===== src/rtl/bwmon_pkg.sv =====
package bwmon_pkg;
   localparam int REG_W       = 32;
   localparam int IDX_CTRL    = 0;
   localparam int IDX_FILT0   = 1;
   localparam int IDX_CNT0    = 9;
   localparam int IDX_TIMER   = 15;
   localparam int BIT_ENABLE  = 31;
   localparam int BIT_FLAG    = 30;
   localparam int BIT_TMODE   = 20;
   localparam int BIT_DEVICE  = 23;
   localparam int MAJOR_PORTS = 32;
   localparam int MAX_CH      = 4;
endpackage


===== src/rtl/bwmon_port_match.sv =====
module bwmon_port_match
   import bwmon_pkg::*;
#(
   parameter int PORT_W = 6,
   parameter int SUB_W  = 16
) (
   input  logic [PORT_W-1:0] port,
   input  logic [REG_W-1:0]  major_mask,
   input  logic [SUB_W-1:0]  sub_mask,
   output logic              hit
);
   logic              is_major;
   logic [PORT_W-1:0] sub_idx;
   logic              major_hit;
   logic              sub_hit;

   assign is_major = (port < PORT_W'(MAJOR_PORTS));
   assign sub_idx  = port - PORT_W'(MAJOR_PORTS);

   always_comb begin
      major_hit = 1'b0;
      for (int i = 0; i < MAJOR_PORTS; i++)
         if (port == PORT_W'(i)) major_hit = major_mask[i];
   end

   always_comb begin
      sub_hit = 1'b0;
      for (int i = 0; i < SUB_W; i++)
         if (sub_idx == PORT_W'(i)) sub_hit = sub_mask[i];
   end

   assign hit = is_major ? major_hit : (major_mask[BIT_DEVICE] & sub_hit);
endmodule


===== src/rtl/bwmon_sat_cnt.sv =====
module bwmon_sat_cnt #(
   parameter int W = 32
) (
   input  logic         clk,
   input  logic         rst_n,
   input  logic         inc,
   input  logic         clr,
   input  logic         win_end,
   input  logic         show_frozen,
   output logic [W-1:0] live,
   output logic [W-1:0] value
);
   logic [W-1:0] frozen;
   logic [W-1:0] nxt;

   assign nxt = (live == {W{1'b1}}) ? live : live + W'(inc);

   always_ff @(posedge clk or negedge rst_n) begin
      if (!rst_n) begin
         live   <= '0;
         frozen <= '0;
      end else if (clr) begin
         live   <= '0;
         frozen <= '0;
      end else if (win_end) begin
         frozen <= nxt;
         live   <= '0;
      end else begin
         live   <= nxt;
      end
   end

   assign value = show_frozen ? frozen : live;
endmodule


===== src/rtl/bwmon_window.sv =====
module bwmon_window #(
   parameter int TMR_W = 32
) (
   input  logic             clk,
   input  logic             rst_n,
   input  logic             run,
   input  logic [TMR_W-1:0] limit,
   output logic             win_end
);
   logic [TMR_W-1:0] cyc;

   assign win_end = run && (limit != '0) && (cyc >= limit - TMR_W'(1));

   always_ff @(posedge clk or negedge rst_n) begin
      if (!rst_n)       cyc <= '0;
      else if (!run)    cyc <= '0;
      else if (win_end) cyc <= '0;
      else              cyc <= cyc + TMR_W'(1);
   end
endmodule


===== src/rtl/bwmon_regs.sv =====
module bwmon_regs
   import bwmon_pkg::*;
#(
   parameter int NUM_CH = 4,
   parameter int SUB_W  = 16,
   parameter int TMR_W  = 32,
   parameter int ADDR_W = 6,
   parameter int NCNT   = NUM_CH + 2
) (
   input  logic                         clk,
   input  logic                         rst_n,
   input  logic                         bus_sel,
   input  logic                         bus_en,
   input  logic                         bus_wr,
   input  logic [ADDR_W-1:0]            bus_addr,
   input  logic [REG_W-1:0]             bus_wdata,
   output logic [REG_W-1:0]             bus_rdata,
   input  logic                         win_end,
   input  logic [NCNT-1:0][REG_W-1:0]   cnt_rd,
   output logic                         mon_en,
   output logic                         tmode,
   output logic [NUM_CH-1:0]            chen,
   output logic                         flag,
   output logic [TMR_W-1:0]             timer,
   output logic [NUM_CH-1:0][REG_W-1:0] major_mask,
   output logic [NUM_CH-1:0][SUB_W-1:0] sub_mask,
   output logic [NCNT-1:0]              cnt_clr
);
   localparam int IDX_W = ADDR_W - 2;

   logic [IDX_W-1:0] idx;
   logic             aligned;
   logic             wr_stb;
   logic             wr_ctrl;
   logic [REG_W-1:0] rd;

   assign idx     = bus_addr[ADDR_W-1:2];
   assign aligned = (bus_addr[1:0] == 2'b00);
   assign wr_stb  = bus_sel & bus_en & bus_wr & aligned;
   assign wr_ctrl = wr_stb && (idx == IDX_W'(IDX_CTRL));

   always_ff @(posedge clk or negedge rst_n) begin
      if (!rst_n) begin
         mon_en <= 1'b0;
         tmode  <= 1'b0;
         chen   <= '0;
         flag   <= 1'b0;
      end else begin
         if (wr_ctrl) begin
            mon_en <= bus_wdata[BIT_ENABLE];
            tmode  <= bus_wdata[BIT_TMODE];
            chen   <= bus_wdata[NUM_CH-1:0];
         end
         if (win_end)                         flag <= 1'b1;
         else if (wr_ctrl && bus_wdata[BIT_FLAG]) flag <= 1'b0;
      end
   end

   always_ff @(posedge clk or negedge rst_n) begin
      if (!rst_n) begin
         timer      <= '0;
         major_mask <= '0;
         sub_mask   <= '0;
      end else if (wr_stb) begin
         if (idx == IDX_W'(IDX_TIMER)) timer <= bus_wdata[TMR_W-1:0];
         for (int c = 0; c < NUM_CH; c++) begin
            if (idx == IDX_W'(IDX_FILT0 + 2*c))     major_mask[c] <= bus_wdata;
            if (idx == IDX_W'(IDX_FILT0 + 2*c + 1)) sub_mask[c]   <= bus_wdata[SUB_W-1:0];
         end
      end
   end

   genvar k;
   generate
      for (k = 0; k < NCNT; k++) begin : g_clr
         assign cnt_clr[k] = wr_stb && (idx == IDX_W'(IDX_CNT0 + k));
      end
   endgenerate

   always_comb begin
      rd = '0;
      if (idx == IDX_W'(IDX_CTRL)) begin
         rd[BIT_ENABLE]   = mon_en;
         rd[BIT_FLAG]     = flag;
         rd[BIT_TMODE]    = tmode;
         rd[NUM_CH-1:0]   = chen;
      end
      for (int c = 0; c < NUM_CH; c++) begin
         if (idx == IDX_W'(IDX_FILT0 + 2*c))     rd = major_mask[c];
         if (idx == IDX_W'(IDX_FILT0 + 2*c + 1)) rd[SUB_W-1:0] = sub_mask[c];
      end
      for (int j = 0; j < NCNT; j++)
         if (idx == IDX_W'(IDX_CNT0 + j)) rd = cnt_rd[j];
      if (idx == IDX_W'(IDX_TIMER)) rd[TMR_W-1:0] = timer;
   end

   assign bus_rdata = (bus_sel && aligned) ? rd : '0;
endmodule


===== src/rtl/bwmon_top.sv =====
module bwmon_top
   import bwmon_pkg::*;
#(
   parameter int NUM_CH = 4,
   parameter int PORT_W = 6,
   parameter int SUB_W  = 16,
   parameter int CNT_W  = 32,
   parameter int TMR_W  = 32,
   parameter int ADDR_W = 6
) (
   input  logic              clk,
   input  logic              rst_n,
   input  logic              bus_sel,
   input  logic              bus_en,
   input  logic              bus_wr,
   input  logic [ADDR_W-1:0] bus_addr,
   input  logic [31:0]       bus_wdata,
   output logic [31:0]       bus_rdata,
   input  logic              req_stb,
   input  logic              gnt_stb,
   input  logic [PORT_W-1:0] gnt_port,
   output logic              irq
);
   localparam int NCNT = NUM_CH + 2;

   generate
      if (NUM_CH < 1 || NUM_CH > MAX_CH) begin : g_bad_ch
         $error("NUM_CH must be 1..4");
      end
      if (CNT_W < 1 || CNT_W > REG_W) begin : g_bad_cnt
         $error("CNT_W must be 1..32");
      end
      if (TMR_W < 1 || TMR_W > REG_W) begin : g_bad_tmr
         $error("TMR_W must be 1..32");
      end
      if (SUB_W < 1 || SUB_W > REG_W) begin : g_bad_sub
         $error("SUB_W must be 1..32");
      end
      if (ADDR_W < 6) begin : g_bad_addr
         $error("ADDR_W must be at least 6");
      end
      if (PORT_W < 6) begin : g_bad_port
         $error("PORT_W must be at least 6");
      end
   endgenerate

   logic                         mon_en;
   logic                         tmode;
   logic [NUM_CH-1:0]            chen;
   logic                         flag;
   logic [TMR_W-1:0]             timer;
   logic [NUM_CH-1:0][REG_W-1:0] major_mask;
   logic [NUM_CH-1:0][SUB_W-1:0] sub_mask;
   logic [NCNT-1:0]              cnt_clr;
   logic [NCNT-1:0]              cnt_inc;
   logic [NCNT-1:0][REG_W-1:0]   cnt_rd;
   logic [NCNT-1:0][CNT_W-1:0]   cnt_live;
   logic [NUM_CH-1:0]            ch_hit;
   logic                         run;
   logic                         win_end;

   bwmon_regs #(
      .NUM_CH (NUM_CH),
      .SUB_W  (SUB_W),
      .TMR_W  (TMR_W),
      .ADDR_W (ADDR_W),
      .NCNT   (NCNT)
   ) u_regs (
      .clk        (clk),
      .rst_n      (rst_n),
      .bus_sel    (bus_sel),
      .bus_en     (bus_en),
      .bus_wr     (bus_wr),
      .bus_addr   (bus_addr),
      .bus_wdata  (bus_wdata),
      .bus_rdata  (bus_rdata),
      .win_end    (win_end),
      .cnt_rd     (cnt_rd),
      .mon_en     (mon_en),
      .tmode      (tmode),
      .chen       (chen),
      .flag       (flag),
      .timer      (timer),
      .major_mask (major_mask),
      .sub_mask   (sub_mask),
      .cnt_clr    (cnt_clr)
   );

   assign run = mon_en & tmode;

   bwmon_window #(.TMR_W(TMR_W)) u_window (
      .clk     (clk),
      .rst_n   (rst_n),
      .run     (run),
      .limit   (timer),
      .win_end (win_end)
   );

   assign cnt_inc[0] = mon_en & req_stb;
   assign cnt_inc[1] = mon_en & gnt_stb;

   genvar c, k;
   generate
      for (c = 0; c < NUM_CH; c++) begin : g_ch
         bwmon_port_match #(.PORT_W(PORT_W), .SUB_W(SUB_W)) u_match (
            .port       (gnt_port),
            .major_mask (major_mask[c]),
            .sub_mask   (sub_mask[c]),
            .hit        (ch_hit[c])
         );
         assign cnt_inc[2+c] = mon_en & chen[c] & gnt_stb & ch_hit[c];
      end

      for (k = 0; k < NCNT; k++) begin : g_cnt
         logic [CNT_W-1:0] val;
         bwmon_sat_cnt #(.W(CNT_W)) u_cnt (
            .clk         (clk),
            .rst_n       (rst_n),
            .inc         (cnt_inc[k]),
            .clr         (cnt_clr[k]),
            .win_end     (win_end),
            .show_frozen (tmode),
            .live        (cnt_live[k]),
            .value       (val)
         );
         always_comb begin
            cnt_rd[k]          = '0;
            cnt_rd[k][CNT_W-1:0] = val;
         end
      end
   endgenerate

   assign irq = flag;
endmodule


===== config.mk =====
export PLATFORM = sky130hd
export DESIGN_NAME = bwmon_top
export DESIGN_NICKNAME = d
export VERILOG_FILES = /design/src/rtl/bwmon_pkg.sv /design/src/rtl/bwmon_port_match.sv /design/src/rtl/bwmon_sat_cnt.sv /design/src/rtl/bwmon_window.sv /design/src/rtl/bwmon_regs.sv /design/src/rtl/bwmon_top.sv
export SDC_FILE = /design/constraint.sdc
export NUM_CORES = 2
export LEC_CHECK = 0
export ABC_CLOCK_PERIOD_IN_PS = 9130
export BUFFER_PORTS_ARGS = -buffer_cell sky130_fd_sc_hd__buf_2
export CORE_MARGIN = 5
export CORE_UTILIZATION = 45
export CTS_CLUSTER_DIAMETER = 80
export DETAILED_ROUTE_END_ITERATION = 6
export PLACE_DENSITY = 0.71
export SETUP_SLACK_MARGIN = 0.4
export SLEW_MARGIN = 20
export SYNTH_ARGS = -nofsm -noshare
export SYNTH_HDL_FRONTEND = slang
export SYNTH_HIERARCHICAL = 1
export SYNTH_SLANG_ARGS = --single-unit

===== constraint.sdc =====
create_clock -name clk -period 9.13 [get_ports clk]
set_input_delay 1.826 -clock clk [delete_from_list [all_inputs] [get_ports clk]]
set_output_delay 1.826 -clock clk [all_outputs]
set_load 0.01 [all_outputs]

==> results.md <==
- CP Cell Sequence: buf_4 > buf_4 > nor2b_1 > a22o_1 > a222oi_1 > a2bb2oi_1 > a211oi_1 > buf_2
- Max Used Layer: met5
- Final period utilization: 80.98%
- Row cnt: 110
- Pwr/cell area: 159.3 nW/um^2
- Skew final: 0.04048 ns
- CP most frequent cell: buf_4
- Sequential fraction of the synthesis area: 39.93%
- Drt wl/cell: 27.56 um
- Max_cap viols: 0
- Total GRT Usage: 29.79%
- Grt ovf: 0
- Leak: 18.75 nW
- CTS Hold Bufs: 0
- Crit path to: bus_rdata[11]
- Starting DRT DRC Count: 4981
- DRT Pass-1 Iters: 7
- Critical Path Start: bus_addr[2]
- Worst hold start: g_cnt[1].u_cnt/frozen[19]
- Hpwl dp: 106300 um
- Routability cong.: 1.043
- Distinct cells, synth: 105
- Die area: 96200 um^2
- EDFF count, synth: 0
- RSZ-0062 raised after global routing: no
- VDD IR-drop max: 144.4 uV
- Synthesized area: 40540 um^2
- Post-Synthesis Cells: 4215
- Worst path slowest cell: nor2b_1
- Clock Tree Buf Depth: 3
- Slew Viols, Final: 0
- Slew HR: 18.09%
- H-tree level count: 3
- Worst skew pair latency: 0.66 ns
- Clk slew on worst S/H paths: 0.05 ns
- Die H: 310.2 um
- Critical Path Max Stage Delay: 0.88 ns
- Critical Path Source Type: input port
- CP endpoint kind: output port
- Vias in the first global route: 33266
- Fin. Hold Viols: 0
- # IOs: 84
- Design area: 43910 um^2
- Dominant synthesized flop cell: dfrtp_1
- Vias/cell: 6.673
- Failing checks: DRC
- Required time of the critical path: 7.30 ns
- Die Wd: 310.2 um
- Flop-to-flop setup slack: 3.01 ns
- Final Net Count: 4218
- Largest net degree at the start of global routing: 164
- Layout area overhead: 8.311%
- DRT met1 WL: 60110 um
- Fmax: 135.3 MHz
- Post-CTS setup buffers: 0
- Mapped Nets: 4312
- Hold WC Path Type: flip-flop to flip-flop
- Initial Util: 45.18%
- CORE AREA: 89740 um^2
- Ratio of cells with drive above 1 in the final layout: 19.87%
- Setup TNS: 0 ns
- Launching point of the worst reg2reg path: u_regs/timer[1]
- Min cycle time layout: 7.393 ns
- Root Buffer: clkbuf_16
- Avg Cell Area, Syn: 9.619 um^2
- Crit path arrival time: 5.57 ns
- Met2 Wirelength: 61390 um
- Critical path type: input port to output port
- CP Max Fanout: 71
- Reg2reg end: g_cnt[1].u_cnt/live[3]
- Placement Cell Area: 41440 um^2
- PortBufs: 83
- Initial antenna violation count: 8
- Post-CTS resize count: 0
- Synth warn: 6
- Clk sink count: 647
- R2R depth: 16
- Ys async rst share: 100.0%
- Routed Antenna Nets: 0
- Endpoints failing setup: 0
- Worst Tran Pin Value: 1.216 ns
- FF+latch count, synth: 647
- CTS tree: done
- Met3 WL post-DR: 16340 um
- Inserted Clock Buffers: 75
- First-pass GRT wire length: 219300 um
- Routed WL: 147500 um
- Post-route DRC: 3
- Status: finished, violations left
- Via count: 35709
==> critical path, delay by kind of cell <==
family	cells	cell delay, ns
buffers and inverters	3	1.52
AO/OA/AOI/OAI	4	1.25
AND/OR/NAND/NOR	1	0.88
==> state kept, by name (all words and copies together) (netlist names) <==
signal and count:
g_cnt.u_cnt/frozen 192, g_cnt.u_cnt/live 192, u_regs/chen 4, u_regs/flag 1
u_regs/major_mask 128, u_regs/mon_en 1, u_regs/sub_mask 64, u_regs/timer 32
u_regs/tmode 1, u_window/cyc 32
==> Yosys cell counts, drive strengths merged (29+ instances only) <==
| master | n | area, um^2 |
|---|---|---|
| o21ai | 237 | 1194 |
| xnor2 | 68 | 595.6 |
| inv | 64 | 240.2 |
| a21oi | 231 | 1156 |
| a311oi | 35 | 356.6 |
| nor2 | 429 | 1650 |
| nor2b | 29 | 183.9 |
| buf | 154 | 938.4 |
| and3 | 55 | 354.1 |
| ha | 46 | 575.6 |
| nor4 | 57 | 508.0 |
| a211oi | 140 | 1166 |
| nand2b | 45 | 281.5 |
| nand2 | 284 | 1076 |
| nor3 | 103 | 620.6 |
| dfrtp | 647 | 16190 |
| mux2 | 413 | 4651 |
| mux2i | 84 | 840.8 |
| nand4 | 99 | 775.8 |
| o211ai | 51 | 382.9 |
| and4 | 45 | 394.1 |
| clkbuf | 151 | 569.3 |
| xor2 | 69 | 604.3 |
| nand3 | 113 | 633.1 |
| o22ai | 43 | 269.0 |
| o31ai | 35 | 290.3 |
| or3 | 50 | 322.8 |
| a31oi | 34 | 212.7 |
==> layout make-up <==
class	instances	area, um^2
tap	1176	1471
timing repair buffer	134	920.9
inverter	65	244.0
antenna	2	5.005
fill	8306	45820
sequential	647	16190
multi-input combinational	3198	22670
clock inverter	20	225.2
clock buffer	109	2186
==> layer usage <==
metal / global-route usage, % / vias up
li1: - / 15576
met1: 41.09 / 17705
met2: 42.81 / 1965
met3: 8.263 / 457
met4: 15.69 / 6
met5: 0 / -
==> cell usage in the layout (no fill, tap or decap), drive strengths merged, types with 69 or more instances in the layout <==
cell,count
a211oi,140
a21oi,231
buf,134
clkbuf,109
dfrtp,647
mux2,413
mux2i,84
nand2,284
nand3,113
nand4,99
nor2,429
nor3,103
o21ai,237
xor2,69
==> through the flow <==
step / utilization, % / std cells / power (mW) / setup slack [ns] / hold slack [ns]
6_report: 48.93 / 5351 / 6.994 / 1.737 / 0.4738
5_1_grt: 48.93 / 5349 / 7.224 / 1.828 / 0.4993
4_1_cts: 48.87 / 5347 / 7.009 / 2.049 / 0.4754
3_5_place_dp: 46.18 / 5218 / 4.021 / 2.057 / 0.4629
3_3_place_gp: 46.18 / 5218 / 4.004 / 2.062 / 0.4557
2_1_floorplan: - / 4215 / 3.675 / 4.100 / 0.4429
==> worst min path at each step <==
stage | cells past startpoint | endpoint | slack [ns]
after floorplan | 2 | g_cnt[0].u_cnt/frozen[10] | 0.44
after global placement | 2 | g_cnt[1].u_cnt/frozen[23] | 0.46
after detailed placement | 2 | g_cnt[1].u_cnt/frozen[23] | 0.46
after CTS | 2 | g_cnt[1].u_cnt/frozen[23] | 0.48
after global routing | 2 | g_cnt[1].u_cnt/frozen[27] | 0.50
final | 2 | g_cnt[1].u_cnt/frozen[19] | 0.47
==> kinds of logic after synthesis <==
logic type / after synthesis / synth area share (%)
compound gates: 1091 / 18.69
simple gates: 1425 / 19.02
xor+xnor: 137 / 2.960
mux: 499 / 13.66
fa+ha+maj: 46 / 1.420
flops: 647 / 39.93
buf+inv: 370 / 4.321
==> where the power goes <==
part / internal (mW) / leakage, nW / switching, mW
sequential: 2.98 / 8.23 / 0.131
combinational: 0.311 / 9.34 / 0.580
clock: 1.75 / 1.18 / 1.24
total: 5.04 / 18.8 / 1.95
No activity file was read; power rests on OpenSTA's default activity.
